===== config.mk =====
export PLATFORM = sky130hd
export DESIGN_NAME = seu_class_lookup
export DESIGN_NICKNAME = d
export VERILOG_FILES = /design/src/rtl/seu_lookup_pkg.sv /design/src/rtl/seu_sync_ram.sv /design/src/rtl/seu_sat_counter.sv /design/src/rtl/seu_class_lookup.sv
export SDC_FILE = /design/constraint.sdc
export NUM_CORES = 2
export LEC_CHECK = 0
export ABC_CLOCK_PERIOD_IN_PS = 3100
export BUFFER_PORTS_ARGS = -buffer_cell sky130_fd_sc_hd__clkbuf_2
export CAP_MARGIN = 20
export CORE_MARGIN = 2
export CORE_UTILIZATION = 35
export DETAILED_ROUTE_END_ITERATION = 8
export PLACE_DENSITY = 0.59
export SETUP_SLACK_MARGIN = 0.05
export SLEW_MARGIN = 10
export SYNTH_ARGS = -nofsm -noshare
export SYNTH_HDL_FRONTEND = slang
export SYNTH_SLANG_ARGS = --single-unit

===== constraint.sdc =====
create_clock -name clk -period 3.1 [get_ports clk]
set_input_delay 0.62 -clock clk [delete_from_list [all_inputs] [get_ports clk]]
set_output_delay 0.62 -clock clk [all_outputs]
set_load 0.02 [all_outputs]

===== src/rtl/seu_lookup_pkg.sv =====
package seu_lookup_pkg;

    typedef enum logic [1:0] {
        ST_IDLE = 2'd0,
        ST_MAP  = 2'd1,
        ST_ACT  = 2'd2
    } lkp_state_e;

    localparam int ACT_W = 2;

    localparam logic [ACT_W-1:0] ACT_NONE     = 2'b00;
    localparam logic [ACT_W-1:0] ACT_LOG      = 2'b01;
    localparam logic [ACT_W-1:0] ACT_RST_RGN  = 2'b10;
    localparam logic [ACT_W-1:0] ACT_RECONFIG = 2'b11;

endpackage


===== src/rtl/seu_sync_ram.sv =====
module seu_sync_ram #(
    parameter int DW = 8,
    parameter int AW = 8,
    localparam int DEPTH = 1 << AW
) (
    input  logic          clk,
    input  logic          we,
    input  logic [AW-1:0] waddr,
    input  logic [DW-1:0] wdata,
    input  logic          re,
    input  logic [AW-1:0] raddr,
    output logic [DW-1:0] rdata
);
    logic [DW-1:0] mem [DEPTH];

    // Read-before-write when the read and write addresses are the same
    always_ff @(posedge clk) begin
        if (we) begin
            mem[waddr] <= wdata;
        end
        if (re) begin
            rdata <= mem[raddr];
        end
    end
endmodule


===== src/rtl/seu_sat_counter.sv =====
module seu_sat_counter #(
    parameter int W = 16
) (
    input  logic         clk,
    input  logic         rst_n,
    input  logic         inc,
    output logic [W-1:0] count
);
    logic [W-1:0] cnt_d, cnt_q;

    always_comb begin
        cnt_d = cnt_q;
        if (inc && (cnt_q != '1)) begin
            cnt_d = cnt_q + 1'b1;
        end
    end

    always_ff @(posedge clk) begin
        if (!rst_n) begin
            cnt_q <= '0;
        end else begin
            cnt_q <= cnt_d;
        end
    end

    assign count = cnt_q;
endmodule


===== src/rtl/seu_class_lookup.sv =====
module seu_class_lookup
    import seu_lookup_pkg::*;
#(
    parameter int FRAME_W  = 12,
    parameter int OFFSET_W = 16,
    parameter int REGION_W = 8,
    parameter int CLASS_W  = 8,
    parameter int CNT_W    = 16,
    localparam int MADDR_W = (REGION_W > CLASS_W) ? REGION_W : CLASS_W
) (
    input  logic                clk,
    input  logic                rst_n,
    input  logic                err_valid,
    output logic                err_ready,
    input  logic [FRAME_W-1:0]  err_frame,
    input  logic [OFFSET_W-1:0] err_offset,
    input  logic                map_we,
    input  logic                map_sel,
    input  logic [MADDR_W-1:0]  map_addr,
    input  logic [CLASS_W-1:0]  map_wdata,
    output logic                rsp_valid,
    output logic [CLASS_W-1:0]  rsp_class,
    output logic [ACT_W-1:0]    rsp_action,
    output logic [FRAME_W-1:0]  rsp_frame,
    output logic [OFFSET_W-1:0] rsp_offset,
    output logic [CNT_W-1:0]    cnt_ignored,
    output logic [CNT_W-1:0]    cnt_acted
);
    typedef struct packed {
        lkp_state_e          st;
        logic [FRAME_W-1:0]  frame;
        logic [OFFSET_W-1:0] offset;
        logic [CLASS_W-1:0]  cls;
        logic [ACT_W-1:0]    act;
        logic                rsp_v;
    } lkp_regs_t;

    lkp_regs_t r_d, r_q;

    logic                map_re, act_re;
    logic [REGION_W-1:0] map_raddr;
    logic [CLASS_W-1:0]  map_rdata;
    logic [ACT_W-1:0]    act_rdata;
    logic                inc_ign, inc_act;
    logic                rgn_we, act_we;

    assign rgn_we    = map_we && !map_sel;
    assign act_we    = map_we && map_sel;
    assign map_raddr = err_frame[FRAME_W-1 -: REGION_W];

    seu_sync_ram #(.DW(CLASS_W), .AW(REGION_W)) u_region_map (
        .clk   (clk),
        .we    (rgn_we),
        .waddr (map_addr[REGION_W-1:0]),
        .wdata (map_wdata),
        .re    (map_re),
        .raddr (map_raddr),
        .rdata (map_rdata)
    );

    seu_sync_ram #(.DW(ACT_W), .AW(CLASS_W)) u_action_tbl (
        .clk   (clk),
        .we    (act_we),
        .waddr (map_addr[CLASS_W-1:0]),
        .wdata (map_wdata[ACT_W-1:0]),
        .re    (act_re),
        .raddr (map_rdata),
        .rdata (act_rdata)
    );

    always_comb begin
        r_d       = r_q;
        r_d.rsp_v = 1'b0;
        map_re    = 1'b0;
        act_re    = 1'b0;
        inc_ign   = 1'b0;
        inc_act   = 1'b0;
        unique case (r_q.st)
            ST_IDLE: begin
                if (err_valid) begin
                    map_re     = 1'b1;
                    r_d.frame  = err_frame;
                    r_d.offset = err_offset;
                    r_d.st     = ST_MAP;
                end
            end
            ST_MAP: begin
                r_d.cls = map_rdata;
                if (map_rdata == '0) begin
                    // Unused region: drop without a response
                    inc_ign = 1'b1;
                    r_d.st  = ST_IDLE;
                end else begin
                    act_re = 1'b1;
                    r_d.st = ST_ACT;
                end
            end
            ST_ACT: begin
                r_d.act   = act_rdata;
                r_d.rsp_v = 1'b1;
                inc_act   = 1'b1;
                r_d.st    = ST_IDLE;
            end
            default: r_d.st = ST_IDLE;
        endcase
    end

    always_ff @(posedge clk) begin
        if (!rst_n) begin
            r_q.st     <= ST_IDLE;
            r_q.frame  <= '0;
            r_q.offset <= '0;
            r_q.cls    <= '0;
            r_q.act    <= ACT_NONE;
            r_q.rsp_v  <= 1'b0;
        end else begin
            r_q <= r_d;
        end
    end

    seu_sat_counter #(.W(CNT_W)) u_cnt_ign (
        .clk   (clk),
        .rst_n (rst_n),
        .inc   (inc_ign),
        .count (cnt_ignored)
    );

    seu_sat_counter #(.W(CNT_W)) u_cnt_act (
        .clk   (clk),
        .rst_n (rst_n),
        .inc   (inc_act),
        .count (cnt_acted)
    );

    assign err_ready  = (r_q.st == ST_IDLE);
    assign rsp_valid  = r_q.rsp_v;
    assign rsp_class  = r_q.cls;
    assign rsp_action = r_q.act;
    assign rsp_frame  = r_q.frame;
    assign rsp_offset = r_q.offset;
endmodule


# Word-level counts from Yosys, hierarchy flattened
# Memory sizes are Yosys's and may differ from the RTL's. A register that Yosys moved wholly into a read port is not among the register bits.
# Cells that the tools add are included.
# word_totals
ff_bits	73
latchBits	0
mem_bits_rw	2560
rom_bits	0
inputBits	49
output_inout_bits	72
wordCells	40
memories	2
# classes
n_addsub	2
n_mul	0
div_mod_pow	0
n_lt_le_gt_ge	0
n_eq_ne	5
shifts	0
n_mux	15
n_bitwise	0
reduce_logical	8
# memory_table
memory	words	word_bits	read_ports	rd_ports_with_merged_regs	wr	line_no	source
u_region_map.mem	256	8	1	1	1	seu_sync_ram.sv:14	logic [DW-1:0] mem [DEPTH];
u_action_tbl.mem	256	2	1	1	1	seu_sync_ram.sv:14	
# ops
cell	count
adder 16 x 1 -> 16 bit (second input constant)	2
!= test 16 bit (second input constant)	2
two-way mux 30 bit	1
two-way mux 1 bit	12
zero test 8 bit	1
logical AND 1 bit	4
one-hot mux 2 bit (2 select lines)	1
equality test 2 x 1 -> 1 bit (second input constant)	1
equality test 2 bit (second input constant)	1
zero test 2 bit	1
two-way mux 2 bit	1
!= test 2 bit (second input constant)	1
AND reduction 2 bit	1
zero test 1 bit	1

# Logic depth before layout (Yosys ltp)
# depth
depth_word	4
ltp_mapped	12
mapped_depth_nobuf	8

# Hierarchy
# A second synthesis with hierarchy kept.
# unflattened
hier_cells	5390
area_unflattened_um2	104529.0
# by_module_without_submodules
module	instances	cells_per_inst	area_each_um2	seq_area_each_um2
seu_sync_ram (u_region_map)	1	3733	79636.4	61739.2
seu_sync_ram (u_action_tbl)	1	1242	21401.8	15434.8
seu_class_lookup	1	221	1816.7	820.8
seu_sat_counter	2	97	837.1	320.3

# Least setup slack after synthesis
# No wires, ideal clock.
# synth_path
path_type	input to register
startpoint	input err_frame[4]
endpoint	register u_region_map.rdata[0], read port of u_region_map.mem, data pin
setup_ns	0.265
t_arrival_ns	2.543
required_time_ns	2.835
setup_slack_ns	0.292
cell_stages	7
n_path_buf	3
path_cell_list	buf_6 > buf_4 > buf_2 > mux4_2 > mux4_2 > a211oi_1 > a211oi_1
# synth_lines
element	line_no	source
start, declared	seu_class_lookup.sv:15	input logic [FRAME_W-1:0] err_frame,
end, declared	seu_sync_ram.sv:12	output logic [DW-1:0] rdata

# Final worst setup path
# layout_path
startpoint	register u_region_map.rdata[4], read port of u_region_map.mem
endpoint	register u_action_tbl.rdata[0], read port of u_action_tbl.mem, data pin
# layout_between
elab_chain_cells	3
# layout_rtl
element	line_no	source
zero test 8 bit	seu_class_lookup.sv:89	if (map_rdata == '0) begin
two-way mux 1 bit	seu_class_lookup.sv:89	
two-way mux 1 bit	seu_class_lookup.sv:78	unique case (r_q.st)
end, declared	seu_sync_ram.sv:12	
# Parallel ways exist; a longest one is shown, timed or not.
# A chain may end at the register's enable or synchronous reset.

==> impl_metrics.tcl <==
set metrics [dict create \
    cp_data_required_time_ps 3800 \
    synthesis.nets 5061 \
    ant_nets 0 \
    finalCritPeriodShare_pct 97.28 \
    dp_hpwl_um 172500 \
    finalCriticalPeriod_ps 3016 \
    die_area_mm2 0.2997 \
    rrSetupSlack_ps 80 \
    synth_top_cell_by_area "edfxtp_1" \
    fin_skew_ps 52.94 \
    critPathMaxFanout 9 \
    cts.htree.levels 5 \
    start_util_pct 35.18 \
    pin_count 121 \
    arrival_ps 3720 \
    peakVddDrop_v 0.0004620 \
    max_slew_margin_pct 17.29 \
    p_per_area_mw_per_mm2 620.3 \
    clock_power_share_pct 42.2 \
    critPathCaptureType "flop" \
    holdPathEnd "u_region_map.mem[47][6]" \
    seq_area_frac_synth_pct 76.08 \
    yosysUniqueCellTypes 59 \
    min_from "map_wdata[6]" \
    cts_inserted_buffers 273 \
    drt_wl_total_um 268500 \
    total_power_mw 76.21 \
    hold_viol 0 \
    outcome "finished, violations left" \
    syn_to_final_growth_pct 18.87 \
    drt_first_pass_iters 9 \
    p_leak_nw 39.46 \
    drive_above_1_share_pct 32.59 \
    path_class "flop to flop" \
    yosys.cell_count.top_type "edfxtp_1" \
    rr_startpoint "u_region_map.rdata[4]" \
    port_buffers 120 \
    fmax_ghz 0.3316 \
    synthTopCellsByCount "edfxtp_1, mux4_2, nor2_1" \
    synth-async-reset-ratio_pct 0 \
    startpoint_type "flop" \
    synth_edf_count 2570 \
    root_buffer "clkbuf_16" \
    netSwitchingFraction_pct 21.38 \
    rsz0062_at_grt "yes" \
    combPwrFrac_pct 6.3 \
    grt_pass1_vias 53780 \
    die_x_um 547.4 \
    clk_latency_ps 860 \
    gp_congestion 0.8298 \
    synth-seq-cells 2643 \
    grt_overflow 0 \
    vias 52940 \
    rows 199 \
    hold-worst-slack_ps 238.6 \
    clkTransAtPathRegs_ps 60 \
    first_iter_violations 6382 \
    synth_top_area_share_pct 74.67 \
    nets 5840 \
    finalInstanceArea_mm2 0.1229 \
    grt_pass1_wl_um 387500 \
    placed_cell_area_mm2 0.1139 \
    tightest_slew_ps 1229 \
    syn_inst 5010 \
    cts_tree "yes" \
    synth_flop_cell "edfxtp_1" \
    antenna_found_initial 11 \
    max_cap_violations 0 \
    power.switching_mw 16.30 \
    setup_viol_count_final 0 \
    cts.sinks 2643 \
    drc 46 \
    p_seq_share_pct 51.6 \
    synth_top_cells_by_area "edfxtp_1, mux4_2, nor2_1, dfxtp_1, mux2i_1" \
    core_mm2 0.2938 \
    hp-class "primary input to flop" \
    grtUsageTotal_pct 17.61 \
    clockBufferDepth 4 \
    avgSynthCellArea_um2 20.63 \
    wl_per_cell_um 27.11 \
    die_y_um 547.4 \
    slew_violations 0 \
    ys_warn_count 0 \
    syn-cell-area_mm2 0.1034 \
    viasPerCell 5.346 \
    violations "DRC" \
    hold_path_depth 1 \
    grt_max_degree 114 \
    intPower_mw 59.92 \
    reg2reg_depth 8 \
    r2r-end "u_action_tbl.rdata[0]" \
]
## timing repair
item / 4_1_cts / 5_1_grt
hold buffers: 21 / 0
buffers inserted: 0 / 4
cloned: 0 / 1
resized for setup: 6 / 10
setup endpoints to repair: 1 / 11
endpoints found under the hold margin: 23 / 0
## flip-flops by register name, summed over array words and instances, names as in the netlist
name,cells
u_region_map.rdata,8
u_cnt_act.count,16
u_action_tbl.rdata,2
rsp_class,8
u_action_tbl.mem,512
u_region_map.mem,2048
rsp_offset,16
rsp_valid,1
u_cnt_ign.count,16
r_q,2
rsp_action,2
rsp_frame,12
## worst max-delay path: stages (launching register included)
cell	delay, ps
edfxtp_1	770
inv_1	80
buf_4	220
nor2_1	590
a22oi_1	200
a21oi_1	240
a21oi_1	60
o21ai_0	430
and3_1	280
## area by class of cell
| cell class | count | area, um2 |
|---|---|---|
| inverters | 11 | 41.29 |
| clock buffers | 338 | 7278 |
| fillers | 25610 | 170900 |
| flip-flops and latches | 2643 | 78640 |
| diodes | 3 | 7.507 |
| clock inverters | 129 | 1321 |
| multi-input cells | 2004 | 23070 |
| well taps | 3919 | 4903 |
| repair buffers | 856 | 7602 |
## power groups by stage
stage               clock network, mW  registers, mW  logic [mW]
floorplan                           0           40.0        2.37
finish                           32.1           39.3        4.78
CTS                              32.7           39.3        4.79
global placement                    0           40.1        4.70
detailed placement                  0           40.1        4.74
global route                     34.0           39.3        5.03
## worst max path at each step
| stage | startpoint | to | slack, ps | cells after the start |
|---|---|---|---|---|
| floorplan | err_frame[4] | u_region_map.rdata[0] | 290 | 7 |
| global placement | err_frame[4] | u_region_map.rdata[7] | -760 | 10 |
| detailed placement | err_frame[4] | u_region_map.rdata[7] | -720 | 10 |
| CTS | u_region_map.rdata[0] | u_action_tbl.rdata[0] | 50 | 11 |
| global route | u_region_map.rdata[0] | u_action_tbl.rdata[0] | 40 | 11 |
| finish | u_region_map.rdata[4] | u_action_tbl.rdata[0] | 80 | 8 |
## layer usage
metal	GRT usage, %	share of wire, %	vias up
li1	-	-	22050
met1	25.44	43	28330
met2	27.76	47	2151
met3	2.974	7.7	405
met4	4.487	2.5	2
met5	0	0.0048	-
## through the flow
step                utilization [%]  std cells  TNS, ps  setup WS (ps)
floorplan                         -       5010        0          292.2
global route                  41.82       9900        0          36.77
detailed placement            38.77       9407    -4161         -722.8
finish                        41.82       9903        0          84.24
CTS                           41.78       9895        0          49.62
global placement              38.77       9407    -4253         -757.4
## kinds of logic after synthesis
logic type / count (synthesis) / share of synthesized area, %
buffers and inverters: 363 / 1.817
muxes: 848 / 16.75
xor gates and xnor gates: 29 / 0.2457
AOI/OAI and AO/OA: 254 / 1.661
DFF: 2643 / 76.08
and+or+nand+nor: 871 / 3.427
adders and majority gates: 2 / 0.02421
## layout by cell type (no fill, tap or decap), types with 9 or more instances in the layout
cell / count
o21ai_0: 13
buf_12: 101
nor2_1: 576
xor2_1: 16
a211oi_1: 33
edfxtp_1: 2570
mux2i_1: 135
o22ai_1: 44
mux2_2: 9
clkbuf_2: 109
bufinv_16: 24
xnor2_1: 13
mux4_2: 704
nand2_4: 9
buf_8: 11
nor3_1: 15
buf_4: 611
dlygate4sd3_1: 21
clkbuf_16: 283
nor2b_1: 12
clkbuf_1: 54
nand4_1: 10
nand3_1: 19
inv_1: 9
a22oi_1: 49
a21oi_1: 60
dfxtp_1: 73
clkinv_2: 40
a22o_1: 9
clkinv_1: 47
nand2_1: 168
Note: power is estimated with default switching activity, not from simulation.
